$ cat src/rtl/pin_bank_pkg.sv
package pin_bank_pkg;
  // word indices of the register map (byte offset = index * 4)
  localparam int unsigned IDX_DIR = 0;
  localparam int unsigned IDX_OUT = 1;
  localparam int unsigned IDX_SET = 2;
  localparam int unsigned IDX_CLR = 3;
  localparam int unsigned IDX_IN  = 4;
endpackage

$ cat src/rtl/pin_bank_sync.sv
module pin_bank_sync #(
  parameter int unsigned WIDTH  = 32,
  parameter int unsigned STAGES = 2
) (
  input  logic             clk_i,
  input  logic             rst_ni,
  input  logic [WIDTH-1:0] async_i,
  output logic [WIDTH-1:0] sync_o
);
  for (genvar i = 0; i < WIDTH; i++) begin : g_pin
    logic [STAGES-1:0] chain_q;
    always_ff @(posedge clk_i or negedge rst_ni) begin
      if (!rst_ni) chain_q <= '0;
      else         chain_q <= {chain_q[STAGES-2:0], async_i[i]};
    end
    assign sync_o[i] = chain_q[STAGES-1];
  end
endmodule

$ cat src/rtl/pin_bank_regs.sv
module pin_bank_regs
  import pin_bank_pkg::*;
#(
  parameter int unsigned WIDTH = 32,
  parameter int unsigned IDX_W = 4
) (
  input  logic             clk_i,
  input  logic             rst_ni,
  input  logic             we_i,
  input  logic [IDX_W-1:0] idx_i,
  input  logic [WIDTH-1:0] wdata_i,
  output logic [WIDTH-1:0] dir_o,
  output logic [WIDTH-1:0] out_o
);
  logic [WIDTH-1:0] dir_q, out_q;

  always_ff @(posedge clk_i or negedge rst_ni) begin
    if (!rst_ni) begin
      dir_q <= '1;
      out_q <= '0;
    end else if (we_i) begin
      if (idx_i == IDX_W'(IDX_DIR)) dir_q <= wdata_i;
      if (idx_i == IDX_W'(IDX_OUT)) out_q <= wdata_i;
      if (idx_i == IDX_W'(IDX_SET)) out_q <= out_q | wdata_i;
      if (idx_i == IDX_W'(IDX_CLR)) out_q <= out_q & ~wdata_i;
    end
  end

  assign dir_o = dir_q;
  assign out_o = out_q;
endmodule

$ cat src/rtl/pin_bank_rdmux.sv
module pin_bank_rdmux
  import pin_bank_pkg::*;
#(
  parameter int unsigned WIDTH = 32,
  parameter int unsigned IDX_W = 4
) (
  input  logic [IDX_W-1:0] idx_i,
  input  logic [WIDTH-1:0] dir_i,
  input  logic [WIDTH-1:0] out_i,
  input  logic [WIDTH-1:0] in_i,
  output logic [WIDTH-1:0] rdata_o
);
  always_comb begin
    rdata_o = '0;
    if (idx_i == IDX_W'(IDX_DIR)) rdata_o = dir_i;
    if (idx_i == IDX_W'(IDX_OUT) || idx_i == IDX_W'(IDX_SET) ||
        idx_i == IDX_W'(IDX_CLR)) rdata_o = out_i;
    if (idx_i == IDX_W'(IDX_IN))  rdata_o = in_i;
  end
endmodule

$ cat src/rtl/pin_bank_ctrl.sv
module pin_bank_ctrl #(
  parameter int unsigned WIDTH       = 32,
  parameter int unsigned ADDR_W      = 6,
  parameter int unsigned SYNC_STAGES = 2
) (
  input  logic              clk_i,
  input  logic              rst_ni,
  input  logic [ADDR_W-1:0] addr_i,
  input  logic              we_i,
  input  logic [WIDTH-1:0]  wdata_i,
  output logic [WIDTH-1:0]  rdata_o,
  input  logic [WIDTH-1:0]  pad_in_i,
  output logic [WIDTH-1:0]  pad_out_o,
  output logic [WIDTH-1:0]  pad_oe_o
);
  localparam int unsigned IDX_W = ADDR_W - 2;

  logic [IDX_W-1:0] idx;
  logic [1:0]       unused_lsb;
  logic [WIDTH-1:0] dir, out, in_sync;

  assign idx        = addr_i[ADDR_W-1:2];
  assign unused_lsb = addr_i[1:0];

  pin_bank_regs #(.WIDTH(WIDTH), .IDX_W(IDX_W)) i_regs (
    .clk_i, .rst_ni, .we_i, .idx_i(idx), .wdata_i,
    .dir_o(dir), .out_o(out)
  );

  pin_bank_sync #(.WIDTH(WIDTH), .STAGES(SYNC_STAGES)) i_sync (
    .clk_i, .rst_ni, .async_i(pad_in_i), .sync_o(in_sync)
  );

  pin_bank_rdmux #(.WIDTH(WIDTH), .IDX_W(IDX_W)) i_rdmux (
    .idx_i(idx), .dir_i(dir), .out_i(out), .in_i(in_sync), .rdata_o
  );

  assign pad_out_o = out;
  assign pad_oe_o  = ~dir;
endmodule

$ cat config.mk
export PLATFORM = sky130hd
export DESIGN_NAME = pin_bank_ctrl
export DESIGN_NICKNAME = d
export VERILOG_FILES = /design/src/rtl/pin_bank_pkg.sv /design/src/rtl/pin_bank_sync.sv /design/src/rtl/pin_bank_regs.sv /design/src/rtl/pin_bank_rdmux.sv /design/src/rtl/pin_bank_ctrl.sv
export SDC_FILE = /design/constraint.sdc
export NUM_CORES = 1
export LEC_CHECK = 0
export CAP_MARGIN = 20
export CELL_PAD_IN_SITES_DETAIL_PLACEMENT = 0
export CELL_PAD_IN_SITES_GLOBAL_PLACEMENT = 1
export CORE_ASPECT_RATIO = 1.1
export CORE_MARGIN = 2
export CORE_UTILIZATION = 39
export DETAILED_ROUTE_END_ITERATION = 7
export PLACE_DENSITY = 0.84
export SYNTH_ARGS = -nofsm -noshare
export SYNTH_HDL_FRONTEND = slang
export SYNTH_SLANG_ARGS = --single-unit
$ cat constraint.sdc
create_clock -name clk_i -period 1.8 [get_ports clk_i]
set_input_delay 0.36 -clock clk_i [delete_from_list [all_inputs] [get_ports clk_i]]
set_output_delay 0.36 -clock clk_i [all_outputs]
set_load 0.01 [all_outputs]
==> flow_metrics.env, run 1 <==
export IMPL_wl_mm=15.7
export IMPL_p_leak_uw=0.00348
export IMPL_report_final_slew_viol_count=0
export IMPL_track_usage=0.217
export IMPL_p_seq_frac=0.406
export IMPL_finalSetupViolations=17
export IMPL_htree_num_levels=4
export IMPL_num_nets_final=724
export IMPL_total_power_uw=8650
export IMPL_violations="setup timing"
export IMPL_route_detailed_drc=0
export IMPL_final_period_utilization=1.04
export IMPL_grt_pass1_wl_mm=24.3
export IMPL_finClkSkew_ns=0.00459
export IMPL_crit_fanout=7
export IMPL_power_density_nw_per_um2=1050
export IMPL_slew_headroom=0.609
export IMPL_fmax_mhz=535
export IMPL_fillers=1111
export IMPL_whs_ns=0.346
export IMPL_critPathLaunchType="primary input"
export IMPL_report_final_hold_viol_count=0
export IMPL_gp_congestion=0.762
export IMPL_maxCapViolCount=0
export IMPL_synth_area_leaders="dfrtp_1 45%, dfstp_2 16%, mux2_1 6.7%, a221o_1 5.9%, o21ai_0 5.8%"
export IMPL_worst_pin_slew_ns=0.587
export IMPL_fp_row_count=45
export IMPL_via_per_inst=5.32
export IMPL_dieArea_um2=14800
export IMPL_syn_area_um2=5400
export IMPL_power_frac_comb=0.165
export IMPL_drive_gt1_frac=0.253
export IMPL_synth_top_area_cell="dfrtp_1"
export IMPL_rsz0062_at_grt="true"
export IMPL_criticalPathCategory="primary input to output pin"
export IMPL_syn_avg_cell_area_um2=11.8
export IMPL_yosysTopAreaCellShare=0.445
export IMPL_clock_sinks=128
export IMPL_first_global_vias=4575
export IMPL_chipHeight_um=127
export IMPL_hp_class="flip-flop to flip-flop"
export IMPL_regArea_um2=3250
export IMPL_num_io_pins=169
export IMPL_drtIter0Drc=319
export IMPL_cts_root_buf="clkbuf_16"
export IMPL_grt_max_degree=67
export IMPL_die_w_um=116
export IMPL_dp_hpwl_mm=9.95
export IMPL_clkPwrFrac=0.429
export IMPL_synth_seq_cells=128
export IMPL_swShare=0.250
export IMPL_multiInputGateArea_um2=1970
export IMPL_cts_tree="built"
export IMPL_firstDrtPassIters=4
export IMPL_syn_inst=458
export IMPL_clkTransAtPathRegs_ns=0.05
export IMPL_period_minus_slack_ns=1.87
export IMPL_synth_warnings=0
export IMPL_cp_arrival_ns=1.51
export IMPL_core_area_um2=13700
export IMPL_ant_nets=0
export IMPL_insertedDiodeCount=0
export IMPL_num_vias=4532
export IMPL_port_buffers=166
export IMPL_area_growth_pct=52.0
export IMPL_clk_latency_ns=0.41
export IMPL_grt_overflow=0
export IMPL_grt_antenna_before_repair=2
export IMPL_synth_net_count=531
export IMPL_p_int_uw=6480
export IMPL_required_ns=1.44
export IMPL_synth_cell_types=21
export IMPL_peakVddDrop_v=0.000522
export IMPL_initial_core_util=0.395
export IMPL_drt_wirelength_per_cell_um=18.5
export IMPL_p_switching_uw=2170
export IMPL_numCtsBuffers=17
export IMPL_end_kind="output pin"
export IMPL_synth_seq_area_share=0.601
export IMPL_status="complete, but fails checks"
export IMPL_clock_path_buffers=2
export IMPL_setup_ws_ns=-0.0690
==> cells in the final DEF, fill, tap and decap left out, types with 6 or more instances in the layout <==
cell type	instances
clkbuf_16	18
clkdlybuf4s50_1	86
buf_6	7
dfrtp_1	87
a2bb2oi_1	19
nand3_1	33
mux2_1	32
a221o_1	32
buf_2	34
dlymetal6s2s_1	7
dfrtp_2	9
nand3b_1	32
a2bb2oi_2	13
o21ai_1	6
o21ai_0	57
buf_4	21
dfstp_2	32
dlygate4sd2_1	36
buf_12	11
nand2_1	32
inv_1	32
==> flip-flops by register name, indices dropped and copies added, names as in the netlist <==
| register | flops |
|---|---|
| i_sync.g_pin.chain_q | 64 |
| i_regs.dir_o | 32 |
| i_regs.out_o | 32 |
==> Yosys cell counts <==
cell type	count
nand3b_1	32
buf_2	17
clkbuf_1	13
a2bb2oi_1	32
mux2_1	32
o21ai_0	63
inv_1	32
dfrtp_1	96
nor2_4	1
nand2_1	33
dfstp_2	32
a221o_1	32
o21ai_1	1
xor2_1	1
nand3_2	1
or2_1	1
buf_6	3
nand3_1	33
nor2_1	1
nor3_2	1
and3_1	1
==> logic make-up after synthesis <==
| logic type | share of synthesized area |
|---|---|
| multiplexers | 0.0668 |
| AND/OR/NAND/NOR | 0.107 |
| buffers and inverters | 0.0533 |
| AO/OA/AOI/OAI | 0.171 |
| flip-flops | 0.601 |
| XOR/XNOR | 0.00162 |
==> layout make-up <==
| class | count | area share |
|---|---|---|
| Multi-Input combinational cell | 265 | 0.240 |
| Inverter | 32 | 0.0146 |
| Tap cell | 188 | 0.0287 |
| Timing Repair Buffer | 207 | 0.242 |
| Sequential cell | 128 | 0.397 |
| Clock buffer | 20 | 0.0569 |
| Clock inverter | 12 | 0.0221 |
==> worst paths after layout <==
check	startpoint	to	slack [ns]	cells past startpoint
setup / recovery	addr_i[3]	rdata_o[4]	-0.07	8
hold / removal	i_sync.g_pin[13].chain_q[0]	i_sync.g_pin[13].chain_q[1]	0.35	0
setup reg to reg	i_regs.out_o[26]	i_regs.out_o[26]	0.69	4
hold reg to reg	i_sync.g_pin[13].chain_q[0]	i_sync.g_pin[13].chain_q[1]	0.35	0
max in group asynchronous	rst_ni	i_regs.dir_o[23]	0.77	3
min in group asynchronous	rst_ni	i_sync.g_pin[3].chain_q[1]	0.39	2
==> per-layer routing <==
metal	up-vias	global-route usage	wire length, um
met4	2	0.0770	218
li1	2047	-	-
met3	23	0.0536	883
met5	-	0	13
met2	159	0.364	8020
met1	2301	0.274	6600
==> what timing repair did <==
item | 4_1_cts | 5_1_grt
hold endpoints to repair | 15 | 0
endpoints found under the setup margin | 70 | 46
pin swaps | 7 | 6
setup buffers | 9 | 9
resized for setup | 210 | 22
gates cloned | 2 | 1
hold buffers | 1 | 0
==> through the flow <==
| stage | setup WS (ns) | utilization | std cells | TNS [ns] | cell area (um^2) |
|---|---|---|---|---|---|
| 2_1_floorplan | 0.240 | - | 458 | 0 | 5400 |
| 3_3_place_gp | -0.847 | 0.542 | 801 | -41.05 | 7420 |
| 3_5_place_dp | -0.860 | 0.542 | 801 | -42.35 | 7420 |
| 4_1_cts | -0.0770 | 0.592 | 845 | -1.05 | 8110 |
| 5_1_grt | -0.0989 | 0.600 | 852 | -1.65 | 8210 |
| 6_report | -0.0690 | 0.600 | 852 | -0.913 | 8210 |
==> critical path: stages <==
cell and delay, ns:
buf_8 0.10, nor3_4 0.24, buf_6 0.17, nand2_4 0.07, buf_12 0.15, buf_6 0.12
a2bb2oi_1 0.14, buf_2 0.15
==> power by group through the flow <==
stage | logic [uW] | clock network, uW | registers, uW
floorplan | 600 | 0 | 3500
global placement | 1520 | 0 | 3530
CTS | 1420 | 3790 | 3510
detailed placement | 1550 | 0 | 3550
finish | 1430 | 3710 | 3510
global route | 1550 | 3910 | 3550
Note: power is estimated with default switching activity, not from simulation.
==> run 2: changes to the inputs <==
--- a/config.mk
+++ b/config.mk
@@ -10,9 +10,9 @@
 export CELL_PAD_IN_SITES_GLOBAL_PLACEMENT = 1
 export CORE_ASPECT_RATIO = 1.1
 export CORE_MARGIN = 2
-export CORE_UTILIZATION = 39
+export CORE_UTILIZATION = 38
 export DETAILED_ROUTE_END_ITERATION = 7
-export PLACE_DENSITY = 0.84
+export PLACE_DENSITY = 0.82
 export SYNTH_ARGS = -nofsm -noshare
 export SYNTH_HDL_FRONTEND = slang
 export SYNTH_SLANG_ARGS = --single-unit
==> run 2 against run 1 <==
Against the previous run: register-to-register slack better by 0.02 ns; critical path type unchanged; highest routed layer unchanged; fmax is 3.6% higher; largest power group is now sequential cells; sequential cell count stayed put; utilization is 0.31 points higher; the run still ends with setup timing left.
==> flow_metrics.env, run 2 (same netlist as run 1, synthesis figures left out) <==
export IMPL_critPathLaunchType="primary input"
export IMPL_worstPathCellList="buf_8 -> nor3_4 -> buf_12 -> clkbuf_16 -> o21ai_0 -> a2bb2oi_2 -> buf_2"
export IMPL_route_detailed_drc=0
export IMPL_chipHeight_um=129
export IMPL_core_area_um2=13900
export IMPL_die_w_um=118
export IMPL_numCtsBuffers=17
export IMPL_status="complete, but fails checks"
export IMPL_num_io_pins=169
export IMPL_drive_gt1_frac=0.307
export IMPL_report_final_slew_viol_count=0
export IMPL_via_per_inst=5.41
export IMPL_reg2regPathDepth=4
export IMPL_min_to="i_sync.g_pin[7].chain_q[1]"
export IMPL_grt_max_degree=39
export IMPL_clock_sinks=128
export IMPL_rr_endpoint="i_regs.out_o[30]"
export IMPL_power_density_nw_per_um2=1010
export IMPL_period_minus_slack_ns=1.80
export IMPL_setup_ws_ns=-0.00420
export IMPL_report_final_hold_viol_count=0
export IMPL_cp_top_family="buffers and inverters"
export IMPL_clk_latency_ns=0.41
export IMPL_grt_overflow=0
export IMPL_r2r_start="i_regs.out_o[30]"
export IMPL_worst_hold_startpoint="i_sync.g_pin[7].chain_q[0]"
export IMPL_layout_common_cells="85 x clkdlybuf4s50_1, 84 x dfrtp_1, 40 x o21ai_0, 35 x dlygate4sd2_1, 33 x buf_2"
export IMPL_port_buffers=166
export IMPL_cts_tree="built"
export IMPL_finalSetupViolations=2
export IMPL_end_kind="output pin"
export IMPL_track_usage=0.219
export IMPL_htree_num_levels=4
export IMPL_top_usage_layer="met2"
export IMPL_drtIter0Drc=294
export IMPL_clkTransAtPathRegs_ns=0.06
export IMPL_p_leak_uw=0.00349
export IMPL_final_core_util=0.603
export IMPL_firstDrtPassIters=5
export IMPL_met1_usage=0.262
export IMPL_slew_headroom=0.698
export IMPL_maxCapViolCount=0
export IMPL_num_nets_final=728
export IMPL_crit_fanout=6
export IMPL_fmax_mhz=554
export IMPL_area_growth_pct=54.7
export IMPL_fp_row_count=45
export IMPL_ant_nets=0
export IMPL_required_ns=1.44
export IMPL_largest_reg_flops=64
export IMPL_regArea_um2=3260
export IMPL_fillers=1164
export IMPL_grtUsageMet3=0.0629
export IMPL_drt_wirelength_per_cell_um=19.8
export IMPL_mostFrequentLayoutCell="clkdlybuf4s50_1"
export IMPL_gp_congestion=0.816
export IMPL_first_global_vias=4841
export IMPL_cts_root_buf="clkbuf_16"
export IMPL_grt_antenna_before_repair=1
export IMPL_rsz0062_at_grt="true"
export IMPL_insertedDiodeCount=0
export IMPL_wl_mm=17.0
export IMPL_violations="setup timing"
export IMPL_peakVddDrop_v=0.000583
export IMPL_criticalPathCategory="primary input to output pin"
export IMPL_grt_pass1_wl_mm=25.8
export IMPL_grt_use_met2=0.374
export IMPL_dieArea_um2=15200
export IMPL_final_period_utilization=1.00
export IMPL_path_buf_inv=4
export IMPL_slowest_delay_ns=0.21
export IMPL_finClkSkew_ns=0.00455
export IMPL_multiInputGateArea_um2=2120
export IMPL_r2r_slack_ns=0.71
export IMPL_cp_arrival_ns=1.44
export IMPL_hp_class="flip-flop to flip-flop"
export IMPL_min_path_cells=0
export IMPL_clock_path_buffers=2
export IMPL_dp_hpwl_mm=10.6
export IMPL_worst_pin_slew_ns=0.454
export IMPL_initial_core_util=0.390
export IMPL_slowest_stage="nor3_4"
export IMPL_finalSetupTns_ns=-0.00761
export IMPL_num_vias=4627
export IMPL_top_register="i_sync.g_pin.chain_q"
[run 2: changes by cell type in the layout (fill, tap and decap cells not counted), sizes merged, moves of 2 or more]
cell,delta
dlymetal6s2s,+2
inv,+3
bufinv,-2
buf,+2
clkinv,+2
[run 2: through the flow]
step | hold slack, ns | cell area, um^2 | power [uW] | cells | setup slack, ns
floorplan | 0.0644 | 5400 | 4100 | 458 | 0.240
detailed placement | 0.335 | 7450 | 5120 | 810 | -0.751
CTS | 0.348 | 8160 | 8450 | 853 | -0.0701
global route | 0.352 | 8350 | 8800 | 856 | -0.0881
global placement | 0.332 | 7450 | 5080 | 810 | -0.720
finish | 0.347 | 8350 | 8430 | 856 | -0.00420
[run 2: worst max path at each step]
stage                     slack, ns           to  cells after the start      start
final                        -0.004  rdata_o[15]                      7  addr_i[5]
after floorplan                0.24   rdata_o[1]                      4  addr_i[3]
after CTS                     -0.07  rdata_o[10]                      7  addr_i[2]
after detailed placement      -0.75   rdata_o[0]                      6  addr_i[2]
after global routing          -0.09  rdata_o[15]                      7  addr_i[5]
after global placement        -0.72   rdata_o[2]                      7  addr_i[5]
[run 2: where the power goes]
group | total [uW] | switching (uW) | internal, uW | leakage [uW]
clock | 3400 | 1340 | 2060 | 0.000278
combinational | 1480 | 693 | 787 | 0.00184
sequential | 3550 | 256 | 3300 | 0.00137
total | 8430 | 2290 | 6140 | 0.00349
[run 2: what timing repair did]
action / CTS / global route
pin swaps: 14 / 20
endpoints found under the hold margin: 22 / 0
setup buffers: 8 / 1
setup endpoints to repair: 86 / 51
hold buffers: 1 / 0
gates resized for setup: 213 / 69
gates cloned: 3 / 4
[run 2: area by class of cell]
class | count | share of cell area
inverter | 32 | 0.0144
clock buffer | 18 | 0.0514
sequential | 128 | 0.390
clock inverter | 14 | 0.0189
timing repair buffer | 211 | 0.243
multi-input combinational | 265 | 0.254
tap | 188 | 0.0282
[run 2: metal layers]
metal | up-vias | part of all wire
li1 | 2066 | -
met1 | 2349 | 0.41
met2 | 181 | 0.51
met3 | 29 | 0.060
met4 | 2 | 0.025
met5 | - | 0.00065
==> run 3: changes to the inputs <==
--- a/config.mk
+++ b/config.mk
@@ -5,14 +5,17 @@
 export SDC_FILE = /design/constraint.sdc
 export NUM_CORES = 1
 export LEC_CHECK = 0
+export ABC_AREA = 1
+export ABC_CLOCK_PERIOD_IN_PS = 1800
 export CAP_MARGIN = 20
 export CELL_PAD_IN_SITES_DETAIL_PLACEMENT = 0
 export CELL_PAD_IN_SITES_GLOBAL_PLACEMENT = 1
 export CORE_ASPECT_RATIO = 1.1
 export CORE_MARGIN = 2
-export CORE_UTILIZATION = 38
+export CORE_UTILIZATION = 37
 export DETAILED_ROUTE_END_ITERATION = 7
-export PLACE_DENSITY = 0.82
+export MAX_ROUTING_LAYER = met4
+export PLACE_DENSITY = 0.84
 export SYNTH_ARGS = -nofsm -noshare
 export SYNTH_HDL_FRONTEND = slang
 export SYNTH_SLANG_ARGS = --single-unit
==> run 3 against run 2 <==
Against the previous run: the flow now finishes without violations; cell area is 2.5% lower; first-iteration DRC count rose by 2.4%; largest cell class unchanged; critical endpoint is now rdata_o[4]; count of clock-buffer cells in the layout up 6; sequential share of layout area up 0.81 points; critical path depth increased by 2; fmax rose by 2.6%; combinational power rose by 9%; synthesized cell count is 30% higher.
==> flow_metrics.env, run 3 <==
export IMPL_end_kind="output pin"
export IMPL_status="complete, no violations"
export IMPL_placed_cell_area_um2=7410
export IMPL_num_nets_final=866
export IMPL_firstDrtPassIters=4
export IMPL_synth_seq_area_share=0.605
export IMPL_cp_arrival_ns=1.40
export IMPL_core_area_um2=14300
export IMPL_chipHeight_um=130
export IMPL_report_final_slew_viol_count=0
export IMPL_cts_root_buf="clkbuf_16"
export IMPL_rsz0062_at_grt="true"
export IMPL_num_vias=4741
export IMPL_drive_gt1_frac=0.202
export IMPL_required_ns=1.44
export IMPL_criticalPathCategory="primary input to output pin"
export IMPL_initial_core_util=0.375
export IMPL_via_per_inst=4.75
export IMPL_htree_num_levels=4
export IMPL_slew_headroom=0.727
export IMPL_syn_area_um2=5360
export IMPL_report_final_hold_viol_count=0
export IMPL_synth_cell_types=19
export IMPL_power_density_nw_per_um2=1100
export IMPL_numCtsBuffers=17
export IMPL_grt_max_degree=69
export IMPL_critPathLaunchType="primary input"
export IMPL_synth_warnings=0
export IMPL_crit_fanout=6
export IMPL_synth_edf_count=0
export IMPL_layout_common_cells="191 x nand2_1, 128 x nand3_1, 96 x dfrtp_1, 96 x clkdlybuf4s50_1, 64 x inv_1"
export IMPL_yosysTopAreaCellShare=0.448
export IMPL_largest_reg_flops=64
export IMPL_fmax_mhz=569
export IMPL_finalNonFillerCells=998
export IMPL_grt_pass1_wl_mm=25.8
export IMPL_dieArea_um2=15500
export IMPL_final_period_utilization=0.977
export IMPL_p_leak_uw=0.00386
export IMPL_die_w_um=119
export IMPL_dp_hpwl_mm=10.5
export IMPL_hp_class="flip-flop to flip-flop"
export IMPL_synth_seq_cells=128
export IMPL_maxCapViolCount=0
export IMPL_fp_row_count=46
export IMPL_finalSetupViolations=0
export IMPL_track_usage=0.223
export IMPL_peakVddDrop_v=0.000589
export IMPL_top_register="i_sync.g_pin.chain_q"
export IMPL_clock_sinks=128
export IMPL_grt_overflow=0
export IMPL_ant_nets=0
export IMPL_period_minus_slack_ns=1.76
export IMPL_clk_latency_ns=0.42
export IMPL_worst_pin_slew_ns=0.409
export IMPL_yosysMostFrequentCell="nand2_1"
export IMPL_async_flop_share=1.00
export IMPL_synthFlopType="dfrtp_1"
export IMPL_syn_avg_cell_area_um2=9.00
export IMPL_gp_congestion=0.790
export IMPL_drtIter0Drc=301
export IMPL_clock_path_buffers=2
export IMPL_first_global_vias=4960
export IMPL_clkTransAtPathRegs_ns=0.05
export IMPL_num_io_pins=169
export IMPL_dp_cells=951
export IMPL_wl_mm=16.1
export IMPL_finClkSkew_ns=0.00571
export IMPL_mostFrequentLayoutCell="nand2_1"
export IMPL_route_detailed_drc=0
export IMPL_synth_top_area_cell="dfrtp_1"
export IMPL_cts_tree="built"
export IMPL_synth_net_count=668
export IMPL_synth_area_leaders="dfrtp_1 45%, dfstp_2 16%, nand2_1 13%, nand3_1 12%, inv_1 4.5%"
export IMPL_drt_wirelength_per_cell_um=16.1
export IMPL_insertedDiodeCount=0
export IMPL_syn_inst=595
export IMPL_fin_area_um2=8140
export IMPL_grt_antenna_before_repair=0
export IMPL_ys_top_cells_by_count="192 x nand2_1, 129 x nand3_1, 96 x dfrtp_1, 64 x inv_1"
export IMPL_area_growth_pct=52.0
export IMPL_port_buffers=166
-- run 3: changes by cell type in the layout (fill, tap and decap cells not counted), moves of 12 or more --
cell and change:
a221o_1 -32, o21ai_0 -40, a2bb2oi_2 -26, nand3_1 +96
dfrtp_1 +12, o21ai_2 -17, nand3b_1 -32, dfrtp_2 -12
nand2_1 +159, mux2_1 -32, o21ai_1 +25, inv_1 +32
-- run 3: logic make-up (layout without fill, tap and decap cells) --
group / Yosys count / in the layout / synth area share
buf+inv: 104 / 315 / 0.0892
simple gates: 331 / 331 / 0.275
compound gates: 32 / 32 / 0.0299
flops: 128 / 128 / 0.605
-- run 3: path summary, 6_finish.rpt --
| kind | to | start | slack [ns] | cells past startpoint |
|---|---|---|---|---|
| max reg2reg | i_regs.dir_o[3] | i_regs.dir_o[3] | 1.03 | 2 |
| max | rdata_o[4] | addr_i[5] | 0.04 | 9 |
| max in group asynchronous | i_regs.dir_o[14] | rst_ni | 0.93 | 3 |
| min | i_sync.g_pin[4].chain_q[1] | i_sync.g_pin[4].chain_q[0] | 0.34 | 0 |
| min reg2reg | i_sync.g_pin[4].chain_q[1] | i_sync.g_pin[4].chain_q[0] | 0.34 | 0 |
| min in group asynchronous | i_regs.out_o[31] | rst_ni | 0.50 | 3 |
-- run 3: timing repair --
action	CTS	global route
endpoints found under the setup margin	64	29
pin swaps	4	1
hold buffers	1	0
buffers inserted	9	1
hold endpoints to repair	85	0
gates resized for setup	192	8
cloned	5	0
-- run 3: final cells by class --
class | count | area (um^2)
flip-flops and latches | 128 | 3240
clock buffers | 24 | 502
multi-input cells | 363 | 1650
clock inverters | 8 | 151
repair buffers | 214 | 2100
fillers | 1290 | 6130
inverters | 69 | 262
well taps | 192 | 240
-- run 3: where the power goes --
part	internal (uW)	switching (uW)	leakage, uW
Combinational	840	772	0.00207
Clock	2500	1220	0.000309
Sequential	3350	303	0.00148
Total	6700	2300	0.00386
-- run 3: per-layer routing --
layer | wire, um | track usage
met3 | 1010 | 0.0520
met4 | 229 | 0.0665
met1 | 6940 | 0.279
met5 | 0 | -
met2 | 7890 | 0.363
-- run 3: through the flow --
step	util	TNS [ns]	hold slack, ns	setup slack (ns)	total power [uW]
floorplan	-	0	0.0644	0.277	4260
global route	0.570	-0.0642	0.351	-0.0331	9390
CTS	0.572	0	0.348	0.000408	9090
detailed placement	0.519	-26.21	0.335	-0.709	5420
finish	0.570	0	0.345	0.0421	8990
global placement	0.519	-22.48	0.332	-0.628	5380
-- run 3: worst max-delay path, cell delays in order --
cell	delay (ns)
buf_4	0.12
buf_6	0.11
nor3_4	0.15
buf_6	0.18
buf_8	0.14
buf_12	0.11
nand2_1	0.04
nand3_1	0.05
buf_2	0.13
